`config.mk`:
```
export PLATFORM = sky130hd
export DESIGN_NAME = dev_enable_ctrl
export DESIGN_NICKNAME = d
export VERILOG_FILES = /design/src/rtl/dev_enable_pkg.sv /design/src/rtl/dev_range_lookup.sv /design/src/rtl/dev_status_model.sv /design/src/rtl/dev_enable_ctrl.sv
export SDC_FILE = /design/constraint.sdc
export NUM_CORES = 1
export LEC_CHECK = 0
export BUFFER_PORTS_ARGS = -buffer_cell sky130_fd_sc_hd__buf_2
export CAP_MARGIN = 20
export CORE_AREA = 2 2 136 238
export CTS_BUF_LIST = sky130_fd_sc_hd__clkbuf_2
export DETAILED_ROUTE_END_ITERATION = 16
export DIE_AREA = 0 0 138 240
export MAX_ROUTING_LAYER = met4
export PLACE_DENSITY_LB_ADDON = 0.12
export SYNTH_ARGS = -nofsm -noshare
export SYNTH_HDL_FRONTEND = slang
export SYNTH_SLANG_ARGS = --single-unit
```
`constraint.sdc`:
```
create_clock -name clk -period 9.6 [get_ports clk]
set_input_delay 1.92 -clock clk [delete_from_list [all_inputs] [get_ports clk]]
set_output_delay 1.92 -clock clk [all_outputs]
set_load 0.005 [all_outputs]
```
`src/rtl/dev_enable_pkg.sv`:
```
package dev_enable_pkg;

   localparam int MAX_RANGES = 8;
   localparam int CODE_W     = 8;
   localparam logic [CODE_W-1:0] LOCK_CODE = '1;

   typedef enum logic {ST_IDLE, ST_WAIT} req_state_t;

   // Value of byte r of a packed range table.
   function automatic int byte_at(logic [MAX_RANGES*8-1:0] v, int r);
      return int'(v[r*8 +: 8]);
   endfunction

   // Lowest range index that covers id, or -1.
   function automatic int range_of_id(int id, logic [MAX_RANGES*8-1:0] first,
                                      logic [MAX_RANGES*8-1:0] cnt, int n);
      int hit;
      hit = -1;
      for (int r = n - 1; r >= 0; r--) begin
         if (id >= byte_at(first, r) && id < byte_at(first, r) + byte_at(cnt, r))
            hit = r;
      end
      return hit;
   endfunction

endpackage

```
`src/rtl/dev_range_lookup.sv`:
```
module dev_range_lookup #(
   parameter int NR   = 4,
   parameter int ID_W = 6,
   parameter int RI_W = 1,
   parameter logic [NR*8-1:0] FIRST = '0,
   parameter logic [NR*8-1:0] COUNT = '0,
   parameter logic [NR*8-1:0] WORD  = '0,
   parameter logic [NR*8-1:0] ENC   = '0,
   parameter logic [NR*8-1:0] DISC  = '0,
   parameter logic [NR*8-1:0] LSB   = '0,
   parameter logic [NR*8-1:0] WIDTH = '0
) (
   input  logic [ID_W-1:0] id,
   output logic            o_hit,
   output logic [RI_W-1:0] o_word,
   output logic [15:0]     o_lsb,
   output logic [7:0]      o_width,
   output logic [7:0]      o_en,
   output logic [7:0]      o_dis
);

   logic [15:0]   id16;
   logic [NR-1:0] hits;

   assign id16 = 16'(id);

   for (genvar r = 0; r < NR; r++) begin : g_cmp
      localparam logic [15:0] LO = 16'(FIRST[r*8 +: 8]);
      localparam logic [15:0] HI = 16'(FIRST[r*8 +: 8]) + 16'(COUNT[r*8 +: 8]);
      assign hits[r] = (id16 >= LO) && (id16 < HI);
   end

   // Lowest-numbered covering range wins.
   always_comb begin
      o_hit   = 1'b0;
      o_word  = '0;
      o_lsb   = '0;
      o_width = '0;
      o_en    = '0;
      o_dis   = '0;
      for (int r = NR - 1; r >= 0; r--) begin
         if (hits[r]) begin
            o_hit   = 1'b1;
            o_word  = RI_W'(WORD[r*8 +: 8]);
            o_width = WIDTH[r*8 +: 8];
            o_en    = ENC[r*8 +: 8];
            o_dis   = DISC[r*8 +: 8];
            o_lsb   = 16'(LSB[r*8 +: 8])
                    + 16'(WIDTH[r*8 +: 8]) * (id16 - 16'(FIRST[r*8 +: 8]));
         end
      end
   end

endmodule

```
`src/rtl/dev_status_model.sv`:
```
module dev_status_model
   import dev_enable_pkg::*;
#(
   parameter int NUM_IDS = 32,
   parameter int NREG    = 2,
   parameter int REG_W   = 32,
   parameter int SETTLE  = 8,
   parameter int NR      = 4,
   parameter int NS      = 3,
   parameter logic [NR*8-1:0] CR_FIRST = '0,
   parameter logic [NR*8-1:0] CR_COUNT = '0,
   parameter logic [NR*8-1:0] CR_WORD  = '0,
   parameter logic [NR*8-1:0] CR_EN    = '0,
   parameter logic [NR*8-1:0] CR_LSB   = '0,
   parameter logic [NR*8-1:0] CR_WIDTH = '0,
   parameter logic [NS*8-1:0] ST_FIRST = '0,
   parameter logic [NS*8-1:0] ST_COUNT = '0,
   parameter logic [NS*8-1:0] ST_WORD  = '0,
   parameter logic [NS*8-1:0] ST_EN    = '0,
   parameter logic [NS*8-1:0] ST_DIS   = '0,
   parameter logic [NS*8-1:0] ST_LSB   = '0,
   parameter logic [NS*8-1:0] ST_WIDTH = '0
) (
   input  logic                   clk,
   input  logic                   rst_n,
   input  logic [NREG*REG_W-1:0]  ctl_flat,
   output logic [NREG*REG_W-1:0]  stat_flat
);

   localparam int TOT = NREG * REG_W;
   localparam logic [MAX_RANGES*8-1:0] CF = (MAX_RANGES*8)'(CR_FIRST);
   localparam logic [MAX_RANGES*8-1:0] CC = (MAX_RANGES*8)'(CR_COUNT);
   localparam logic [MAX_RANGES*8-1:0] SF = (MAX_RANGES*8)'(ST_FIRST);
   localparam logic [MAX_RANGES*8-1:0] SC = (MAX_RANGES*8)'(ST_COUNT);

   logic [TOT-1:0] dly;
   logic [TOT-1:0] contrib [NUM_IDS];

   // Settling delay: a plain wire for zero, otherwise a register chain.
   if (SETTLE == 0) begin : g_direct
      assign dly = ctl_flat;
   end else begin : g_pipe
      logic [TOT-1:0] stage [SETTLE];
      always_ff @(posedge clk or negedge rst_n) begin
         if (!rst_n) begin
            for (int i = 0; i < SETTLE; i++) stage[i] <= '0;
         end else begin
            stage[0] <= ctl_flat;
            for (int i = 1; i < SETTLE; i++) stage[i] <= stage[i-1];
         end
      end
      assign dly = stage[SETTLE-1];
   end

   // Per-device status encoder, positions fixed at elaboration.
   for (genvar g = 0; g < NUM_IDS; g++) begin : g_id
      localparam int CI = range_of_id(g, CF, CC, NR);
      localparam int SI = range_of_id(g, SF, SC, NS);
      if (CI >= 0 && SI >= 0) begin : g_live
         localparam int CW = byte_at((MAX_RANGES*8)'(CR_WIDTH), CI);
         localparam int CB = byte_at((MAX_RANGES*8)'(CR_WORD), CI) * REG_W
                           + byte_at((MAX_RANGES*8)'(CR_LSB), CI)
                           + CW * (g - byte_at(CF, CI));
         localparam logic [7:0] CEN = 8'(byte_at((MAX_RANGES*8)'(CR_EN), CI));
         localparam int SW = byte_at((MAX_RANGES*8)'(ST_WIDTH), SI);
         localparam int SB = byte_at((MAX_RANGES*8)'(ST_WORD), SI) * REG_W
                           + byte_at((MAX_RANGES*8)'(ST_LSB), SI)
                           + SW * (g - byte_at(SF, SI));
         localparam logic [7:0] SEN = 8'(byte_at((MAX_RANGES*8)'(ST_EN), SI));
         localparam logic [7:0] SDS = 8'(byte_at((MAX_RANGES*8)'(ST_DIS), SI));
         logic [CW-1:0] cfld;
         logic [SW-1:0] sfld;
         assign cfld       = dly[CB +: CW];
         assign sfld       = (cfld == CEN[CW-1:0]) ? SEN[SW-1:0] : SDS[SW-1:0];
         assign contrib[g] = TOT'(sfld) << SB;
      end else begin : g_none
         assign contrib[g] = '0;
      end
   end

   always_comb begin
      stat_flat = '0;
      for (int g = 0; g < NUM_IDS; g++) stat_flat = stat_flat | contrib[g];
   end

endmodule

```
`src/rtl/dev_enable_ctrl.sv`:
```
module dev_enable_ctrl
   import dev_enable_pkg::*;
#(
   parameter int NUM_IDS = 32,
   parameter int ID_W    = 6,
   parameter int NREG    = 2,
   parameter int REG_W   = 32,
   parameter int SETTLE  = 8,
   parameter int NR      = 4,
   parameter logic [NR*8-1:0] CR_FIRST = {8'd20, 8'd12, 8'd8,  8'd0},
   parameter logic [NR*8-1:0] CR_COUNT = {8'd6,  8'd4,  8'd4,  8'd8},
   parameter logic [NR*8-1:0] CR_WORD  = {8'd1,  8'd0,  8'd0,  8'd0},
   parameter logic [NR*8-1:0] CR_EN    = {8'd2,  8'd1,  8'd3,  8'd1},
   parameter logic [NR*8-1:0] CR_DIS   = {8'd1,  8'hFF, 8'd0,  8'd0},
   parameter logic [NR*8-1:0] CR_LSB   = {8'd4,  8'd16, 8'd8,  8'd0},
   parameter logic [NR*8-1:0] CR_WIDTH = {8'd2,  8'd1,  8'd2,  8'd1},
   parameter int NS      = 3,
   parameter logic [NS*8-1:0] ST_FIRST = {8'd20, 8'd8,  8'd0},
   parameter logic [NS*8-1:0] ST_COUNT = {8'd6,  8'd4,  8'd8},
   parameter logic [NS*8-1:0] ST_WORD  = {8'd1,  8'd0,  8'd0},
   parameter logic [NS*8-1:0] ST_EN    = {8'd1,  8'd2,  8'd1},
   parameter logic [NS*8-1:0] ST_DIS   = {8'd0,  8'd1,  8'd0},
   parameter logic [NS*8-1:0] ST_LSB   = {8'd0,  8'd8,  8'd0},
   parameter logic [NS*8-1:0] ST_WIDTH = {8'd1,  8'd2,  8'd1},
   localparam int SEL_W = (NREG > 1) ? $clog2(NREG) : 1
) (
   input  logic              clk,
   input  logic              rst_n,
   input  logic              req_valid,
   input  logic [ID_W-1:0]   req_id,
   input  logic              req_en,
   output logic              busy,
   output logic              done,
   input  logic [SEL_W-1:0]  rd_sel,
   output logic [REG_W-1:0]  rd_ctl,
   output logic [REG_W-1:0]  rd_stat
);

   localparam int TOT = NREG * REG_W;

   // ---------------- elaboration checks ----------------
   if (NR < 1 || NR > MAX_RANGES || NS < 1 || NS > MAX_RANGES) begin : g_bad_nr
      $error("range table size out of bounds");
   end
   if (NREG < 2 || NUM_IDS > (1 << ID_W)) begin : g_bad_geom
      $error("register count or ID width unsupported");
   end
   for (genvar r = 0; r < NR; r++) begin : g_chk_ctl
      if (int'(CR_FIRST[r*8 +: 8]) + int'(CR_COUNT[r*8 +: 8]) > NUM_IDS ||
          CR_WIDTH[r*8 +: 8] == 8'd0 || CR_WIDTH[r*8 +: 8] > 8'd8 ||
          int'(CR_WORD[r*8 +: 8]) >= NREG ||
          int'(CR_LSB[r*8 +: 8]) + int'(CR_WIDTH[r*8 +: 8]) * int'(CR_COUNT[r*8 +: 8]) > REG_W)
      begin : g_bad
         $error("control range does not fit");
      end
   end
   for (genvar r = 0; r < NS; r++) begin : g_chk_st
      if (int'(ST_FIRST[r*8 +: 8]) + int'(ST_COUNT[r*8 +: 8]) > NUM_IDS ||
          ST_WIDTH[r*8 +: 8] == 8'd0 || ST_WIDTH[r*8 +: 8] > 8'd8 ||
          int'(ST_WORD[r*8 +: 8]) >= NREG ||
          int'(ST_LSB[r*8 +: 8]) + int'(ST_WIDTH[r*8 +: 8]) * int'(ST_COUNT[r*8 +: 8]) > REG_W)
      begin : g_bad
         $error("status range does not fit");
      end
   end

   // ---------------- state ----------------
   req_state_t        state;
   logic [REG_W-1:0]  ctl_q [NREG];
   logic [ID_W-1:0]   pend_id;
   logic              pend_en;
   logic              done_q;
   logic [TOT-1:0]    ctl_flat;
   logic [TOT-1:0]    stat_flat;

   always_comb begin
      for (int i = 0; i < NREG; i++) ctl_flat[i*REG_W +: REG_W] = ctl_q[i];
   end

   // ---------------- request decode ----------------
   logic             c_hit;
   logic [SEL_W-1:0] c_word;
   logic [15:0]      c_lsb;
   logic [7:0]       c_width, c_en, c_dis;

   dev_range_lookup #(
      .NR(NR), .ID_W(ID_W), .RI_W(SEL_W),
      .FIRST(CR_FIRST), .COUNT(CR_COUNT), .WORD(CR_WORD), .ENC(CR_EN),
      .DISC(CR_DIS), .LSB(CR_LSB), .WIDTH(CR_WIDTH)
   ) i_ctl_lookup (
      .id(req_id), .o_hit(c_hit), .o_word(c_word), .o_lsb(c_lsb),
      .o_width(c_width), .o_en(c_en), .o_dis(c_dis)
   );

   logic             id_ok, locked_off, accept;
   logic [7:0]       wr_val;
   logic [REG_W-1:0] fld_ones, wr_mask, wr_code;
   logic [TOT-1:0]   touch_mask;

   assign id_ok      = req_id < ID_W'(NUM_IDS);
   assign locked_off = !req_en && (c_dis == LOCK_CODE);
   assign accept     = req_valid && (state == ST_IDLE) && id_ok && c_hit && !locked_off;
   assign wr_val     = req_en ? c_en : c_dis;
   assign fld_ones   = REG_W'((16'd1 << c_width) - 16'd1);
   assign wr_mask    = fld_ones << c_lsb;
   assign wr_code    = (REG_W'(wr_val) << c_lsb) & wr_mask;
   assign touch_mask = TOT'(wr_mask) << (int'(c_word) * REG_W);

   // ---------------- status model and completion ----------------
   dev_status_model #(
      .NUM_IDS(NUM_IDS), .NREG(NREG), .REG_W(REG_W), .SETTLE(SETTLE),
      .NR(NR), .NS(NS),
      .CR_FIRST(CR_FIRST), .CR_COUNT(CR_COUNT), .CR_WORD(CR_WORD),
      .CR_EN(CR_EN), .CR_LSB(CR_LSB), .CR_WIDTH(CR_WIDTH),
      .ST_FIRST(ST_FIRST), .ST_COUNT(ST_COUNT), .ST_WORD(ST_WORD),
      .ST_EN(ST_EN), .ST_DIS(ST_DIS), .ST_LSB(ST_LSB), .ST_WIDTH(ST_WIDTH)
   ) i_status (
      .clk(clk), .rst_n(rst_n), .ctl_flat(ctl_flat), .stat_flat(stat_flat)
   );

   logic             s_hit;
   logic [SEL_W-1:0] s_word;
   logic [15:0]      s_lsb;
   logic [7:0]       s_width, s_en, s_dis;

   dev_range_lookup #(
      .NR(NS), .ID_W(ID_W), .RI_W(SEL_W),
      .FIRST(ST_FIRST), .COUNT(ST_COUNT), .WORD(ST_WORD), .ENC(ST_EN),
      .DISC(ST_DIS), .LSB(ST_LSB), .WIDTH(ST_WIDTH)
   ) i_stat_lookup (
      .id(pend_id), .o_hit(s_hit), .o_word(s_word), .o_lsb(s_lsb),
      .o_width(s_width), .o_en(s_en), .o_dis(s_dis)
   );

   logic [REG_W-1:0] s_ones, s_word_val;
   logic [7:0]       s_field, s_target;
   logic             stat_match;

   assign s_ones     = REG_W'((16'd1 << s_width) - 16'd1);
   assign s_word_val = stat_flat[int'(s_word)*REG_W +: REG_W];
   assign s_field    = 8'((s_word_val >> s_lsb) & s_ones);
   assign s_target   = (pend_en ? s_en : s_dis) & 8'(s_ones);
   assign stat_match = !s_hit || (s_field == s_target);

   always_ff @(posedge clk or negedge rst_n) begin
      if (!rst_n) begin
         state   <= ST_IDLE;
         pend_id <= '0;
         pend_en <= 1'b0;
         done_q  <= 1'b0;
         for (int i = 0; i < NREG; i++) ctl_q[i] <= '0;
      end else begin
         done_q <= 1'b0;
         if (accept) begin
            ctl_q[c_word] <= (ctl_q[c_word] & ~wr_mask) | wr_code;
            pend_id       <= req_id;
            pend_en       <= req_en;
            state         <= ST_WAIT;
         end else if (state == ST_WAIT && stat_match) begin
            done_q <= 1'b1;
            state  <= ST_IDLE;
         end
      end
   end

   assign busy = (state == ST_WAIT);
   assign done = done_q;

   // ---------------- readback ----------------
   if (NREG == (1 << SEL_W)) begin : g_rd_full
      assign rd_ctl  = ctl_q[rd_sel];
      assign rd_stat = stat_flat[int'(rd_sel)*REG_W +: REG_W];
   end else begin : g_rd_guard
      assign rd_ctl  = (int'(rd_sel) < NREG) ? ctl_q[rd_sel] : '0;
      assign rd_stat = (int'(rd_sel) < NREG) ? stat_flat[int'(rd_sel)*REG_W +: REG_W] : '0;
   end

   // ---------------- assertions ----------------
   assert_rmw_scope_R3: assert property (@(posedge clk) disable iff (!rst_n)
      accept |=> (((ctl_flat ^ $past(ctl_flat)) & ~$past(touch_mask)) == '0));

   assert_enable_only_R4: assert property (@(posedge clk) disable iff (!rst_n)
      (req_valid && !busy && c_hit && !req_en && c_dis == LOCK_CODE)
      |=> ($stable(ctl_flat) && !busy));

   assert_unmapped_ignored_R5: assert property (@(posedge clk) disable iff (!rst_n)
      (req_valid && !busy && !c_hit) |=> ($stable(ctl_flat) && !busy));

   assert_done_pulse_R7: assert property (@(posedge clk) disable iff (!rst_n)
      done |=> !done);

   assert_hold_while_busy_R9: assert property (@(posedge clk) disable iff (!rst_n)
      busy |=> $stable(ctl_flat));

   assert_done_after_busy_R9: assert property (@(posedge clk) disable iff (!rst_n)
      $rose(done) |-> $past(busy));

endmodule

```
# [After elaboration in Yosys (flattened, before gate mapping)]
# Index checks and enable logic that the tools add are counted.
[word_totals] output_inout_bits=66 register_bits=457 wordCells=174 input_bits=11
[classes] shifts=7 n_bitwise=26 n_lt_le_gt_ge=18 n_addsub=11 n_mux=67 n_eq_ne=12 reduce_logical=19
[ops] operator="32-bit 2-to-1 mux" n=7
[ops] operator="64-bit by 7-bit variable part select with 32-bit output" n=2
[ops] operator="16-bit 2-to-1 mux" n=7
[ops] operator="32-bit AND" n=2
[ops] operator="64-bit bitwise mux" n=1
[ops] operator="64-bit by 10-bit bitwise OR with 64-bit output" n=1
[ops] operator="64-bit by 12-bit bitwise OR with 64-bit output" n=1
[ops] operator="64-bit by 14-bit bitwise OR with 64-bit output" n=1
[ops] operator="64-bit by 16-bit bitwise OR with 64-bit output" n=1
[ops] operator="64-bit by 3-bit bitwise OR with 64-bit output" n=1
[ops] operator="64-bit by 33-bit bitwise OR with 64-bit output" n=1
[ops] operator="64-bit by 34-bit bitwise OR with 64-bit output" n=1
[ops] operator="64-bit by 35-bit bitwise OR with 64-bit output" n=1
[ops] operator="64-bit by 36-bit bitwise OR with 64-bit output" n=1
[ops] operator="64-bit by 37-bit bitwise OR with 64-bit output" n=1
[ops] operator="64-bit by 38-bit bitwise OR with 64-bit output" n=1
[ops] operator="64-bit by 4-bit bitwise OR with 64-bit output" n=1
[ops] operator="64-bit by 5-bit bitwise OR with 64-bit output" n=1
[ops] operator="64-bit by 6-bit bitwise OR with 64-bit output" n=1
[ops] operator="64-bit by 7-bit bitwise OR with 64-bit output" n=1
[ops] operator="64-bit by 8-bit bitwise OR with 64-bit output" n=1
[ops] operator="8-bit 2-to-1 mux" n=5
[ops] operator="1-bit 2-to-1 mux" n=34
[ops] operator="4-bit by 16-bit adder with 16-bit output, first input constant" n=2
[ops] operator="other kinds (34)" n=84

# [Longest topological paths before layout]
# Gate-level depths: netlist of run 1.
[logic_depth] word_depth=26 ltp_mapped=20

# [Hierarchy]
# Synthesis of run 1 repeated with hierarchy kept, for this count alone.
[hier_totals] cells_unflattened=1837 hier_area_um2=18980.7
[by_module_without_submodules] module="dev_enable_ctrl" area_each_um2=11182.0 cells_each=1314 n_inst=1 seq_area_each_um2=1826.8
[by_module_without_submodules] module="dev_status_model" area_each_um2=6122.1 cells_each=295 n_inst=1 seq_area_each_um2=5605.4
[by_module_without_submodules] module="dev_range_lookup at i_ctl_lookup" area_each_um2=935.9 cells_each=132 n_inst=1 seq_area_each_um2=0.0
[by_module_without_submodules] module="dev_range_lookup at i_stat_lookup" area_each_um2=740.7 cells_each=96 n_inst=1 seq_area_each_um2=0.0

# [Worst setup path after synthesis of run 1]
# OpenSTA, ideal clock, no wires.
[synth_path] path_kind="input-to-reg" start="input port req_id[4]" end="register ctl_q (netlist bit ctl_flat[38])" n_path_buf=3 path_slack_ps=4250 arrival_time_ps=5225 stages=17 path_cell_list="buf_6 -> inv_1 -> ha_1 -> a211oi_1 -> nand2b_1 -> ha_1 -> nand2_1 -> o32a_1 -> o21ai_0 -> o21ai_1 -> a21o_1 -> buf_6 -> a21oi_4 -> and3_1 -> buf_2 -> nor2b_1 -> mux2_2"
[synth_between] elab_chain_cells=13 word_cells_on_any_way=65 classes_between="add/sub: 7; order compare: 11; eq/ne: 1; shift: 3; mux: 28; bitwise: 5; reduce/logical: 10"
[synth_lines] element="start, declared" line="dev_enable_ctrl.sv:30" source="input logic [ID_W-1:0] req_id,"
[synth_lines] element="6-bit by 5-bit >= comparator with 1-bit output / 6-bit by 5-bit less-than comparator with 1-bit output (equally long branches)" line="dev_range_lookup.sv:30" source="assign hits[r] = (id16 >= LO) && (id16 < HI);"
[synth_lines] element="1-bit logical AND" line="dev_range_lookup.sv:30"
[synth_lines] element="2-bit 2-to-1 mux / 1-bit 2-to-1 mux (equally long branches) (4 in a row)" line="dev_range_lookup.sv:42" source="if (hits[r]) begin"
[synth_lines] element="1-bit by 8-bit left shift with 32-bit output / 1-bit inverter with 2-bit output (equally long branches)" line="dev_enable_ctrl.sv:104, dev_enable_ctrl.sv:155"
[synth_lines] element="32-bit by 1-bit subtractor with 32-bit output / 32-bit 2-to-1 mux (equally long branches)" line="dev_enable_ctrl.sv:104, dev_enable_ctrl.sv:155"
[synth_lines] element="32-bit by 16-bit left shift with 32-bit output / 32-bit 2-to-1 mux (equally long branches)" line="dev_enable_ctrl.sv:105, dev_enable_ctrl.sv:155"
[synth_lines] element="32-bit inverter / 32-bit 2-to-1 mux (equally long branches)" line="dev_enable_ctrl.sv:155" source="ctl_q[c_word] <= (ctl_q[c_word] & ~wr_mask) | wr_code;"
[synth_lines] element="32-bit AND" line="dev_enable_ctrl.sv:155"
[synth_lines] element="32-bit bitwise OR" line="dev_enable_ctrl.sv:155"
[synth_lines] element="64-bit bitwise mux" line="dev_enable_ctrl.sv:155"
[synth_lines] element="end signal, assigned by index" line="dev_enable_ctrl.sv:155"
[synth_lines] element="end, declared" line="dev_enable_ctrl.sv:69" source="logic [REG_W-1:0] ctl_q [NREG];"
# Several ways; a longest one is shown, not always the timed one. The select of a mux whose other input is x is not followed.
# A chain may end at the register's enable or synchronous reset.

# [Worst setup path after layout of run 1]
[layout_path] start="input port req_id[4]" end="register ctl_q (netlist bit ctl_flat[62])"
# The elaborated chain is that of the path after synthesis.

==> results of run 1 <==
-- power by group through the flow --
| stage | registers, mW | clock network, mW | logic [mW] |
|---|---|---|---|
| 2_1_floorplan | 1.39 | 0 | 0.475 |
| 3_3_place_gp | 1.43 | 0 | 0.643 |
| 3_5_place_dp | 1.43 | 0 | 0.640 |
| 4_1_cts | 1.40 | 0.786 | 0.644 |
| 5_1_grt | 1.42 | 0.850 | 0.710 |
| 6_report | 1.40 | 0.735 | 0.648 |
-- layer usage --
metal,up-vias,GRT usage,routed length [um]
met2,281,0.350,16700
met4,0,0.130,1950
met5,-,-,0
li1,3892,-,-
met1,4058,0.194,11100
met3,94,0.0412,1410
-- flip-flops by register name (all words and copies together) (netlist names) --
signal                 flops
pend_id                    6
pend_en                    1
i_status.g_pipe.stage    196
i_status.dly              28
busy                       1
done                       1
ctl_flat                  64
-- cells in the mapped netlist (12+ instances only) --
library cell | instances | area, um^2
nor3_1 | 18 | 90.1
o31ai_1 | 15 | 113
ha_1 | 28 | 350
nand2_1 | 86 | 323
nor2_1 | 59 | 221
buf_4 | 17 | 128
clkbuf_1 | 22 | 82.6
mux2_2 | 68 | 766
o21ai_0 | 61 | 305
mux2i_1 | 25 | 250
buf_2 | 12 | 60.1
a31oi_1 | 12 | 75.1
nand3_1 | 13 | 65.1
a21o_1 | 14 | 105
a21oi_1 | 37 | 185
inv_1 | 15 | 56.3
dfrtp_1 | 297 | 7430
-- worst max-delay path, delay by kind of cell --
family	cells	cell delay, ps
AO/OA/AOI/OAI	7	2240
adder cells (fa/ha/maj)	2	600
buffers and inverters	2	590
AND/OR/NAND/NOR	4	1210
-- per-stage QoR --
stage | utilization | hold WS [ps] | power [mW] | area [um^2] | setup slack (ps)
after floorplan | - | 331 | 1.87 | 12400 | 4250
after global placement | 0.417 | 331 | 2.07 | 13000 | 3030
after detailed placement | 0.417 | 335 | 2.07 | 13000 | 2930
after CTS | 0.435 | 301 | 2.83 | 13600 | 3900
after global routing | 0.435 | 336 | 2.98 | 13600 | 3480
final | 0.435 | 321 | 2.79 | 13600 | 3790
-- cell type report --
type / count / share of cell area
clock inverters: 12 / 0.00479
well taps: 396 / 0.0365
clock buffers: 99 / 0.0365
repair buffers: 74 / 0.0306
flip-flops and latches: 297 / 0.547
inverters: 17 / 0.00470
diodes: 1 / 0.000184
multi-input cells: 660 / 0.340
-- placed cells by master, fill, tap and decap left out, types with 5 or more instances in the layout --
cell,synthesis,layout
nor4_1,5,5
o21ai_0,61,61
o211a_1,5,5
nand4_1,5,5
nor2_1,59,59
clkbuf_2,0,99
o22ai_1,6,6
and2_1,10,10
inv_1,15,15
buf_4,17,14
and3_1,6,6
a211oi_1,11,11
conb_1,1,16
clkinv_1,2,6
o21a_1,9,9
a21oi_1,37,37
buf_2,12,59
nand3_1,13,13
a21oi_2,5,5
nand2_1,86,86
nand2b_1,7,7
or3_1,6,6
ha_1,28,28
o31ai_1,15,15
dfrtp_1,297,297
mux2_2,68,68
a31oi_1,12,12
mux2i_1,25,25
o211ai_1,8,8
or4_1,6,6
nor2b_1,10,10
nor3_1,18,18
o21ai_1,10,10
a21o_1,14,14
-- cell families after synthesis --
kind of cell / Yosys count / synth area share
AO/OA/AOI/OAI: 259 / 0.146
AND/OR/NAND/NOR: 254 / 0.103
flip-flops: 297 / 0.601
multiplexers: 95 / 0.0849
other: 1 / 0.000303
adder cells (fa/ha/maj): 28 / 0.0283
buffers and inverters: 75 / 0.0304
XOR/XNOR: 8 / 0.00628
-- worst min path at each step --
stage / start / to / depth (start not counted) / slack [ps]
after floorplan: i_status.g_pipe.stage[64] / i_status.dly[0] / 0 / 330
after global placement: i_status.g_pipe.stage[128] / i_status.g_pipe.stage[64] / 0 / 330
after detailed placement: i_status.g_pipe.stage[101] / i_status.dly[37] / 0 / 330
after CTS: i_status.g_pipe.stage[459] / i_status.g_pipe.stage[395] / 0 / 300
after global routing: i_status.g_pipe.stage[459] / i_status.g_pipe.stage[395] / 0 / 340
final: i_status.g_pipe.stage[322] / i_status.g_pipe.stage[258] / 0 / 320
==> summary.txt, run 1 <==
Status
  – Status: finished, final reports clean

Cells and area
  – Filler instances: 2997
  – Area Growth Syn to Fin: 9.86%
  – Final std cells w/o fill: about 1600
  – Sequential standard cell area: ~0.0074 mm^2
  – Share of layout cells above drive strength 1: 0.243
  – Nets: about 1200
  – Area of the multi-input gates: about 0.0046 mm^2

Synthesis
  – Yosys warnings: 0
  – Part of the Yosys area used for sequential elements: 0.601
  – Post-synth EDFFs: 0
  – Mean Syn Cell Area: 12.2 um^2
  – Mapped cell area: about 0.012 mm^2
  – Main synth FF type: dfrtp_1
  – Post-synth ARST share: 1.00
  – Synthesized instance count: a little over 1000
  – Yosys cell types: 88
  – Register bit total from synthesis: 297

Routing
  – Routed via count: 8325
  – Number of DRC markers in iteration 0: 450
  – Routed wire per std cell: 20.0 um
  – TritonRoute pass-1 iters: 5
  – Post-DRT Antenna Nets: 0
  – Vias per cell: about 5.4
  – Final WL: slightly above 30000 um
  – Residual DRC count: 0

Timing
  – Fmax: approximately 0.17 GHz
  – RSZ-0062 raised after global routing: false
  – Endpoints failing setup: 0
  – Max-slew headroom: 0.392
  – Final Hold Fails: 0
  – Fin crit share: 0.605
  – Fin crit period: a little under 6000 ps
  – Post-Route Skew: approximately 45 ps
  – Worst Max-Slew Pin Slew: 913 ps
  – Setup TNS: 0 ps
  – Max Slew Vio Count: 0

Worst setup path
  – Critical R2R Capture: busy
  – Reg2reg setup slack: approximately 5500 ps
  – CP Cell Sequence: buf_2 -> inv_1 -> ha_1 -> a211oi_1 -> nand2b_1 -> ha_1 -> nand2_1 -> o32a_1 -> o21ai_0 -> o21ai_1 -> a21o_1 -> nand2_1 -> o211ai_2 -> or4_1 -> a31oi_1
  – Startpoint types: input pin
  – CP arrival: 6600 ps
  – Critical Path RT: 10390 ps
  – Critical Path End Type: register
  – R2R depth: 12
  – Worst setup path start: req_id[4]
  – CP Capture Point: ctl_flat[62]
  – Worst r2r src: pend_id[4]
  – WS Path Type: in -> reg
  – Slowest stage delay, CP: between 700 and 800 ps
  – CP max-delay cell: a211oi_1
  – Critical path peak fanout: 21

Power
  – Internal cell power: about 1.8 mW
  – Seq pwr share: 0.503
  – PwrDens: just over 200 mW/mm^2
  – Sw frac: 0.339
  – Leak Pwr: 6.72 nW
  – Clock network fraction of total power: 0.264
  – Combinational group share of total power: 0.232
  – Switch Pwr: between 0.9 and 1 mW
  – Worst vdd ir: 0.119 mV

CTS
  – Post-CTS setup repair buffer count: 0
  – Clk sinks: 297
  – Worst-path clk slew: about 100 ps
  – Post-cts hold buffer count: 0
  – Cts repair resizes: 0
  – CTS Root Cell: clkbuf_2
  – H-tree Lvls: 3
  – CTS max path bufs: 3
  – Num CTS Buffers: 67
  – Skew-Pair Late Insertion Delay: 910 ps
  – CTS tree: yes

Die
  – Die width: 138 um
  – Ports: 77
  – Initial core utilization: 0.396
  – Core area: about 0.031 mm^2
  – Row cnt: 86
  – DIE AREA: about 0.033 mm^2
  – Die H: between 200 and 250 um

Run
  – Max-cap violations: 0

GRT
  – GRT Residual Overflow: 0
  – GRT Total Usage: 0.197
  – Pin count of the biggest net entering global routing: between 100 and 150
  – First-pass GRT wire length: about 48000 um
  – Initial antenna violation count: 1
  – Number of global-route vias before repair: just under 9000

Place
  – Dpl cells: ~1400
  – DP HPWL: roughly 22000 um
  – I/O Buffers: 60
  – Gpl congestion: 0.958

Min path
  – HP Class: reg -> reg
(Power assumes the default switching activity.)
==> inputs of run 2 (changes only) <==
--- a/config.mk
+++ b/config.mk
@@ -5,12 +5,13 @@
 export SDC_FILE = /design/constraint.sdc
 export NUM_CORES = 1
 export LEC_CHECK = 0
+export ABC_AREA = 1
 export BUFFER_PORTS_ARGS = -buffer_cell sky130_fd_sc_hd__buf_2
 export CAP_MARGIN = 20
-export CORE_AREA = 2 2 136 238
+export CORE_AREA = 2 2 137 238
 export CTS_BUF_LIST = sky130_fd_sc_hd__clkbuf_2
 export DETAILED_ROUTE_END_ITERATION = 16
-export DIE_AREA = 0 0 138 240
+export DIE_AREA = 0 0 139 240
 export MAX_ROUTING_LAYER = met4
 export PLACE_DENSITY_LB_ADDON = 0.12
 export SYNTH_ARGS = -nofsm -noshare
==> constraint.sdc (replaced) <==
create_clock -name clk -period 5.5 [get_ports clk]
set_input_delay 1.1 -clock clk [delete_from_list [all_inputs] [get_ports clk]]
set_output_delay 1.1 -clock clk [all_outputs]
set_load 0.005 [all_outputs]
==> run 2 against run 1 <==
Clock power is 70% higher; combinational power grew to 2.9 times the previous value; final cell count is 20% higher; routed wire length is 6.0% lower; largest cell class unchanged.
==> summary.txt, run 2 <==
Timing
  – RSZ-0062 raised after global routing: false
  – Fin crit share: 0.676
  – Endpoints failing setup: 0 (unchanged)
  – Fin crit period: between 3000 and 4000 ps
  – Final Hold Fails: 0 (unchanged)
  – Fmax: roughly 0.27 GHz
  – Max-slew headroom: 0.365 (-0.0263)
  – Max Slew Vio Count: 0 (unchanged)
  – WHS: 189 ps (-132 ps)
  – Setup TNS: 0 ps (unchanged)
  – Worst Max-Slew Pin Slew: 951 ps (+38.4 ps)
  – Post-Route Skew: 50.7 ps (+6.15 ps)

Status
  – Status: finished, final reports clean

Synthesis
  – Yosys warnings: 0 (unchanged)
  – Yosys cell types: 47 (-47%)
  – Dominant cell type by area after synthesis: dfrtp_1
  – Top cells by count, synth: nand2_1 (400), dfrtp_1 (297), nand3_1 (119)
  – Main synth FF type: dfrtp_1
  – Mapped cell area: 0.0124 mm^2 (+0.17%)
  – Most frequent cell after synthesis: nand2_1
  – Mean Syn Cell Area: 9.27 um^2 (-24%)
  – Area contributors post-synth: dfrtp_1 (60%), nand2_1 (12%), nand3_1 (4.8%)
  – Synthesized instance count: 1336 (+31%)
  – Register bit total from synthesis: 297 (unchanged)
  – Post-synth ARST share: 1.00 (unchanged)
  – Synth top area share: 0.600 (-0.00103)
  – Part of the Yosys area used for sequential elements: 0.600 (-0.00103)
  – Post-synth EDFFs: 0 (unchanged)

Worst setup path
  – Cell mode on critical path: nand2_1
  – Critical path peak fanout: 13 (-38%)
  – Worst r2r src: pend_id[3]
  – Startpoint types: input pin
  – Slowest stage delay, CP: 410 ps (-300 ps)
  – Worst setup path start: req_id[3]
  – Critical Path RT: 6250 ps (-4140 ps)
  – CP max-delay cell: inv_1
  – WS Path Type: in -> reg
  – Critical Path End Type: register
  – CP Cell Sequence: buf_2 -> inv_1 -> ha_1 -> ha_1 -> inv_1 -> nand2_1 -> nand2_1 -> ha_1 -> a21boi_1 -> nand4_1 -> nand2_1 -> nand2_1 -> nand3_1 -> nand3_1 -> or2_1 -> nand3_1 -> nand2_1
  – R2R depth: 21 (+9)
  – CP arrival: 4470 ps (-2130 ps)

Die
  – Row cnt: 86 (unchanged)
  – DIE AREA: 0.0334 mm^2 (+0.72%)
  – Ports: 77 (unchanged)
  – Die width: 139 um (+0.72%)
  – Die H: 240 um (unchanged)
  – Initial core utilization: 0.394 (-0.00204)
  – Core area: 0.0314 mm^2 (+0.69%)

Routing
  – Residual DRC count: 0 (unchanged)
  – Post-DRT Antenna Nets: 0 (unchanged)
  – Vias per cell: 4.84 (-9.6%)
  – Routed wire per std cell: 15.7 um (-22%)
  – Number of DRC markers in iteration 0: 383 (-15%)
  – TritonRoute pass-1 iters: 5 (unchanged)
  – Final WL: 29200 um (-6.0%)
  – Routed via count: 9023 (+8.4%)

GRT
  – Initial antenna violation count: 1 (unchanged)
  – First-pass GRT wire length: 47800 um (-1.4%)
  – GRT Total Usage: 0.189 (-0.00778)
  – Number of global-route vias before repair: 9235 (+6.0%)
  – Pin count of the biggest net entering global routing: 115 (+6.5%)
  – GRT Residual Overflow: 0 (unchanged)

CTS
  – Skew-Pair Late Insertion Delay: 860 ps (-50 ps)
  – Post-cts hold buffer count: 0 (unchanged)
  – Worst-path clk slew: 100 ps (about the same)
  – Cts repair resizes: 0 (unchanged)
  – Num CTS Buffers: 67 (unchanged)
  – CTS Root Cell: clkbuf_2
  – CTS max path bufs: 3 (unchanged)
  – Clk sinks: 297 (unchanged)
  – Post-CTS setup repair buffer count: 0 (unchanged)
  – CTS tree: yes
  – H-tree Lvls: 3 (unchanged)

Cells and area
  – Share of layout cells above drive strength 1: 0.152 (-0.0908)
  – Commonest non-fill, non-tap cells in the layout: nand2_1 (400), dfrtp_1 (297), nand3_1 (119)
  – Final core occ: 0.432 (-0.00330)
  – Max reg flops: 196 (unchanged)
  – Top reg by flops: i_status.g_pipe.stage
  – Nets: 1471 (+27%)
  – Most common cell after layout, fill and taps aside: nand2_1
  – Final Cell Area: 0.0136 mm^2 (about the same)
  – Area Growth Syn to Fin: 9.59%

Power
  – Leak Pwr: 7.11 nW (+5.8%)
  – Combinational group share of total power: 0.288 (+0.056)
  – PwrDens: 481 mW/mm^2 (+130%)
  – Seq pwr share: 0.521 (+0.018)
  – Pwr Total: 6.53 mW (+130%)
  – Sw frac: 0.364 (+0.0242)
  – Worst vdd ir: 0.243 mV (+100%)
  – Switch Pwr: 2.37 mW (+150%)
  – Internal cell power: 4.15 mW (+130%)
  – Clock network fraction of total power: 0.191 (-0.073)

Run
  – Max-cap violations: 0 (unchanged)

Place
  – Placed Area: 0.0130 mm^2 (+0.13%)
  – I/O Buffers: 60 (unchanged)
  – DP HPWL: 21000 um (-5.6%)
  – Gpl congestion: 0.946 (-1.2%)

Min path
  – HP Class: in -> async
run 2: critical path, delay by kind of cell:
kind	cells	cell delay (ps)
AND/OR/NAND/NOR	10	1570
buffers and inverters	3	720
adder cells (fa/ha/maj)	3	720
AO/OA/AOI/OAI	1	360
run 2: layout make-up:
cell class / count / area [um^2]
Antenna cell: 1 / 2.50
Clock buffer: 94 / 470
Clock inverter: 12 / 63.8
Fill cell: 3183 / 17800
Inverter: 127 / 479
Multi-Input combinational cell: 863 / 4190
Sequential cell: 297 / 7430
Tap cell: 396 / 495
Timing Repair Buffer: 76 / 443
run 2: through the flow:
stage | std cells | setup slack (ps)
3_3_place_gp | 1759 | 1070
3_5_place_dp | 1759 | 965
6_report | 1866 | 1780
4_1_cts | 1865 | 1850
2_1_floorplan | 1351 | 1760
5_1_grt | 1866 | 1470
run 2: worst paths after layout:
path | endpoint | slack (ps)
min in group clk | i_status.g_pipe.stage[357] | 310
worst min register to register | i_status.g_pipe.stage[357] | 310
worst max-delay path | ctl_flat[12] | 1780
worst min-delay path | ctl_flat[51] | 190
max in group asynchronous | i_status.g_pipe.stage[71] | 4050
worst max register to register | busy | 1930
run 2: routing by layer:
layer / GRT usage / up-vias / part of all wire
met1: 0.188 / 4233 / 0.37
met4: 0.117 / 0 / 0.055
met5: - / - / 0
met2: 0.339 / 234 / 0.54
met3: 0.0370 / 79 / 0.040
li1: - / 4477 / -
run 2: power by group through the flow:
stage | Sequential [mW] | Clock (mW) | Combinational (mW)
floorplan | 3.34 | 0 | 1.35
global placement | 3.44 | 0 | 1.90
detailed placement | 3.47 | 0 | 1.91
CTS | 3.42 | 1.34 | 1.92
global route | 3.51 | 1.44 | 2.19
finish | 3.40 | 1.25 | 1.88
run 2: kinds of logic after synthesis:
kind of cell | Yosys count | share of synthesized area
other cells | 1 | 0.000303
flops | 297 | 0.600
buf+inv | 191 | 0.0669
simple gates | 623 | 0.214
xor+xnor | 3 | 0.00212
fa+ha+maj | 28 | 0.0283
compound gates | 193 | 0.0878
==> inputs of run 3 (changes only) <==
--- a/config.mk
+++ b/config.mk
@@ -5,13 +5,13 @@
 export SDC_FILE = /design/constraint.sdc
 export NUM_CORES = 1
 export LEC_CHECK = 0
-export ABC_AREA = 1
+export ABC_AREA = 0
 export BUFFER_PORTS_ARGS = -buffer_cell sky130_fd_sc_hd__buf_2
 export CAP_MARGIN = 20
-export CORE_AREA = 2 2 137 238
+export CORE_AREA = 2 2 136 238
 export CTS_BUF_LIST = sky130_fd_sc_hd__clkbuf_2
 export DETAILED_ROUTE_END_ITERATION = 16
-export DIE_AREA = 0 0 139 240
+export DIE_AREA = 0 0 138 240
 export MAX_ROUTING_LAYER = met4
 export PLACE_DENSITY_LB_ADDON = 0.12
 export SYNTH_ARGS = -nofsm -noshare
==> constraint.sdc (replaced) <==
create_clock -name clk -period 3.8 [get_ports clk]
set_input_delay 0.76 -clock clk [delete_from_list [all_inputs] [get_ports clk]]
set_output_delay 0.76 -clock clk [all_outputs]
set_load 0.005 [all_outputs]
==> run 3 against run 2 <==
Die area is 0.72% lower; critical endpoint is now busy; highest routed layer unchanged; sequential cell count unchanged; final cell count fell by 6.8%.
==> summary.txt, run 3 (same netlist as run 1, synthesis figures left out) <==
Worst setup path
  – CP Buf/Inv Count: 2 (-1)
  – Worst r2r src: pend_id[3]
  – R2R depth: 14 (-33%)
  – Reg2reg setup slack: 120 ps (-1810 ps)
  – Critical Path End Type: register
  – Critical R2R Capture: busy
  – CP Cell Sequence: inv_1 -> ha_1 -> ha_1 -> or3b_2 -> ha_1 -> nor3b_2 -> a21oi_4 -> a2111oi_1 -> buf_4 -> a2111o_1 -> o211a_1 -> a21boi_0 -> o211a_1 -> o31ai_1
  – Critical path peak fanout: 7 (-6)
  – Slowest stage delay, CP: 490 ps (+80 ps)
  – Startpoint types: register
  – WS Path Type: reg -> reg
  – CP top delay family: compound AO/OA/AOI/OAI gates
  – Cell mode on critical path: ha_1
  – CP Depth: 14 (-3)
  – Worst setup path start: pend_id[3]
  – CP Capture Point: busy
  – CP max-delay cell: or3b_2
  – Critical Path RT: 4600 ps (-1650 ps)
  – CP arrival: 4480 ps (about the same)

GRT
  – GRT Residual Overflow: 0 (unchanged)
  – First-pass GRT wire length: 52700 um (+10%)
  – GRT Total Usage: 0.217 (+0.0274)
  – Number of global-route vias before repair: 9523 (+3.1%)
  – Initial antenna violation count: 1 (unchanged)
  – Pin count of the biggest net entering global routing: 92 (-20%)

Routing
  – Number of DRC markers in iteration 0: 341 (-11%)
  – Post-DRT Antenna Nets: 0 (unchanged)
  – Residual DRC count: 0 (unchanged)
  – Final WL: 34000 um (+16%)
  – Routed wire per std cell: 19.6 um (+25%)
  – Routed via count: 8945 (-0.86%)
  – Vias per cell: 5.14 (+6.4%)
  – TritonRoute pass-1 iters: 5 (unchanged)

Timing
  – Worst Max-Slew Pin Slew: 794 ps (-157 ps)
  – Post-Route Skew: 65.1 ps (+14.4 ps)
  – WHS: 207 ps (+18.5 ps)
  – Max Slew Vio Count: 0 (unchanged)
  – Fin crit share: 0.968
  – Max-slew headroom: 0.469 (+0.103)
  – Fmax: roughly 0.27 GHz
  – Endpoints failing setup: 0 (unchanged)
  – RSZ-0062 raised after global routing: true
  – Post-route setup slack: 122 ps (-1660 ps)
  – Fin crit period: ~3700 ps
  – Final Hold Fails: 0 (unchanged)

Die
  – Ports: 77 (unchanged)
  – DIE AREA: 0.0331 mm^2 (-0.72%)
  – Core area: 0.0312 mm^2 (-0.68%)
  – Die H: 240 um (unchanged)
  – Initial core utilization: 0.396 (+0.00204)
  – Die width: 138 um (-0.72%)
  – Row cnt: 86 (unchanged)

Power
  – Clock network fraction of total power: 0.257 (+0.066)
  – Leak Pwr: 7.67 nW (+7.8%)
  – Worst vdd ir: 0.341 mV (+41%)
  – Sw frac: 0.339 (-0.0250)
  – Combinational group share of total power: 0.276 (-0.012)
  – PwrDens: 493 mW/mm^2 (+2.6%)
  – Seq pwr share: 0.467 (-0.054)
  – Switch Pwr: 2.53 mW (+6.8%)
  – Internal cell power: 4.95 mW (+19%)

Cells and area
  – Most common cell after layout, fill and taps aside: dfrtp_1
  – Final Cell Area: 0.0152 mm^2 (+12%)
  – Top reg by flops: i_status.g_pipe.stage
  – Nets: 1340 (-8.9%)
  – Commonest non-fill, non-tap cells in the layout: dfrtp_1 (297), buf_4 (191), clkbuf_2 (91)
  – Area Growth Syn to Fin: 22.7%
  – Max reg flops: 196 (unchanged)
  – Share of layout cells above drive strength 1: 0.352 (+0.199)

CTS
  – CTS Root Cell: clkbuf_2
  – Worst-path clk slew: 120 ps (+20 ps)
  – Skew-Pair Late Insertion Delay: 930 ps (+70 ps)
  – Clk sinks: 297 (unchanged)
  – H-tree Lvls: 3 (unchanged)
  – CTS max path bufs: 3 (unchanged)
  – Num CTS Buffers: 66 (-1.5%)
  – CTS tree: yes

Place
  – I/O Buffers: 60 (unchanged)
  – Gpl congestion: 0.946 (about the same)
  – DP HPWL: 25800 um (+23%)
  – Pre-CTS WS: -488 ps (-1450 ps)
  – Placed Area: 0.0146 mm^2 (+12%)

Run
  – Max-cap violations: 0 (unchanged)

Status
  – Status: finished, final reports clean

Min path
  – HP Class: in -> reg
-- run 3: cell count changes in the layout (fill, tap and decap cells not counted), moves of 13 or more --
| cell | delta |
|---|---|
| nand2_1 | -314 |
| buf_4 | +176 |
| nand3_1 | -106 |
| inv_1 | -99 |
| mux2_2 | +68 |
| o21ai_0 | -55 |
| mux2i_1 | +25 |
| nor3_1 | +16 |
| inv_2 | -14 |
| o31ai_1 | +13 |
-- run 3: layout make-up --
cell class	count	area [um^2]
Fill cell	2953	16000
Sequential cell	297	7430
Multi-Input combinational cell	660	4690
Timing Repair Buffer	259	1890
Tap cell	396	495
Clock buffer	91	455
Clock inverter	17	126
Inverter	17	68.8
Antenna cell	2	5.00
-- run 3: stage by stage --
| step | power [mW] | setup TNS (ps) | instances | util |
|---|---|---|---|---|
| 4_1_cts | 7.58 | 0 | 1737 | 0.485 |
| 5_1_grt | 7.96 | -17.9 | 1739 | 0.486 |
| 3_5_place_dp | 5.58 | -17180 | 1628 | 0.466 |
| 3_3_place_gp | 5.57 | -17140 | 1628 | 0.466 |
| 2_1_floorplan | 4.73 | -152 | 1032 | - |
| 6_report | 7.48 | 0 | 1739 | 0.486 |
-- run 3: repair_timing --
item,in CTS,in global routing
hold endpoints to repair,86,0
setup buffers,0,0
setup endpoints to repair,2,2
hold buffers,1,0
resized for setup,1,3
-- run 3: power groups by stage --
stage          combinational [mW]  sequential, mW  clock (mW)
6_report                     2.06            3.49        1.93
4_1_cts                      2.03            3.50        2.05
3_3_place_gp                 2.02            3.55           0
2_1_floorplan                1.21            3.52           0
5_1_grt                      2.24            3.52        2.19
3_5_place_dp                 2.01            3.56           0
-- run 3: per-layer routing --
metal | wire, um | part of all wire | track usage
met3 | 1170 | 0.034 | 0.0376
met4 | 1790 | 0.053 | 0.121
met5 | 0 | 0 | -
met1 | 11900 | 0.35 | 0.208
met2 | 19200 | 0.56 | 0.408
-- run 3: worst min-delay path by stage --
stage,start,end,cells after the start
after global routing,req_id[0],pend_id[0],2
final,req_id[0],pend_id[0],2
after CTS,req_id[0],pend_id[0],2
after global placement,i_status.g_pipe.stage[135],i_status.g_pipe.stage[71],0
after detailed placement,i_status.g_pipe.stage[65],i_status.dly[1],0
after floorplan,i_status.g_pipe.stage[64],i_status.dly[0],0
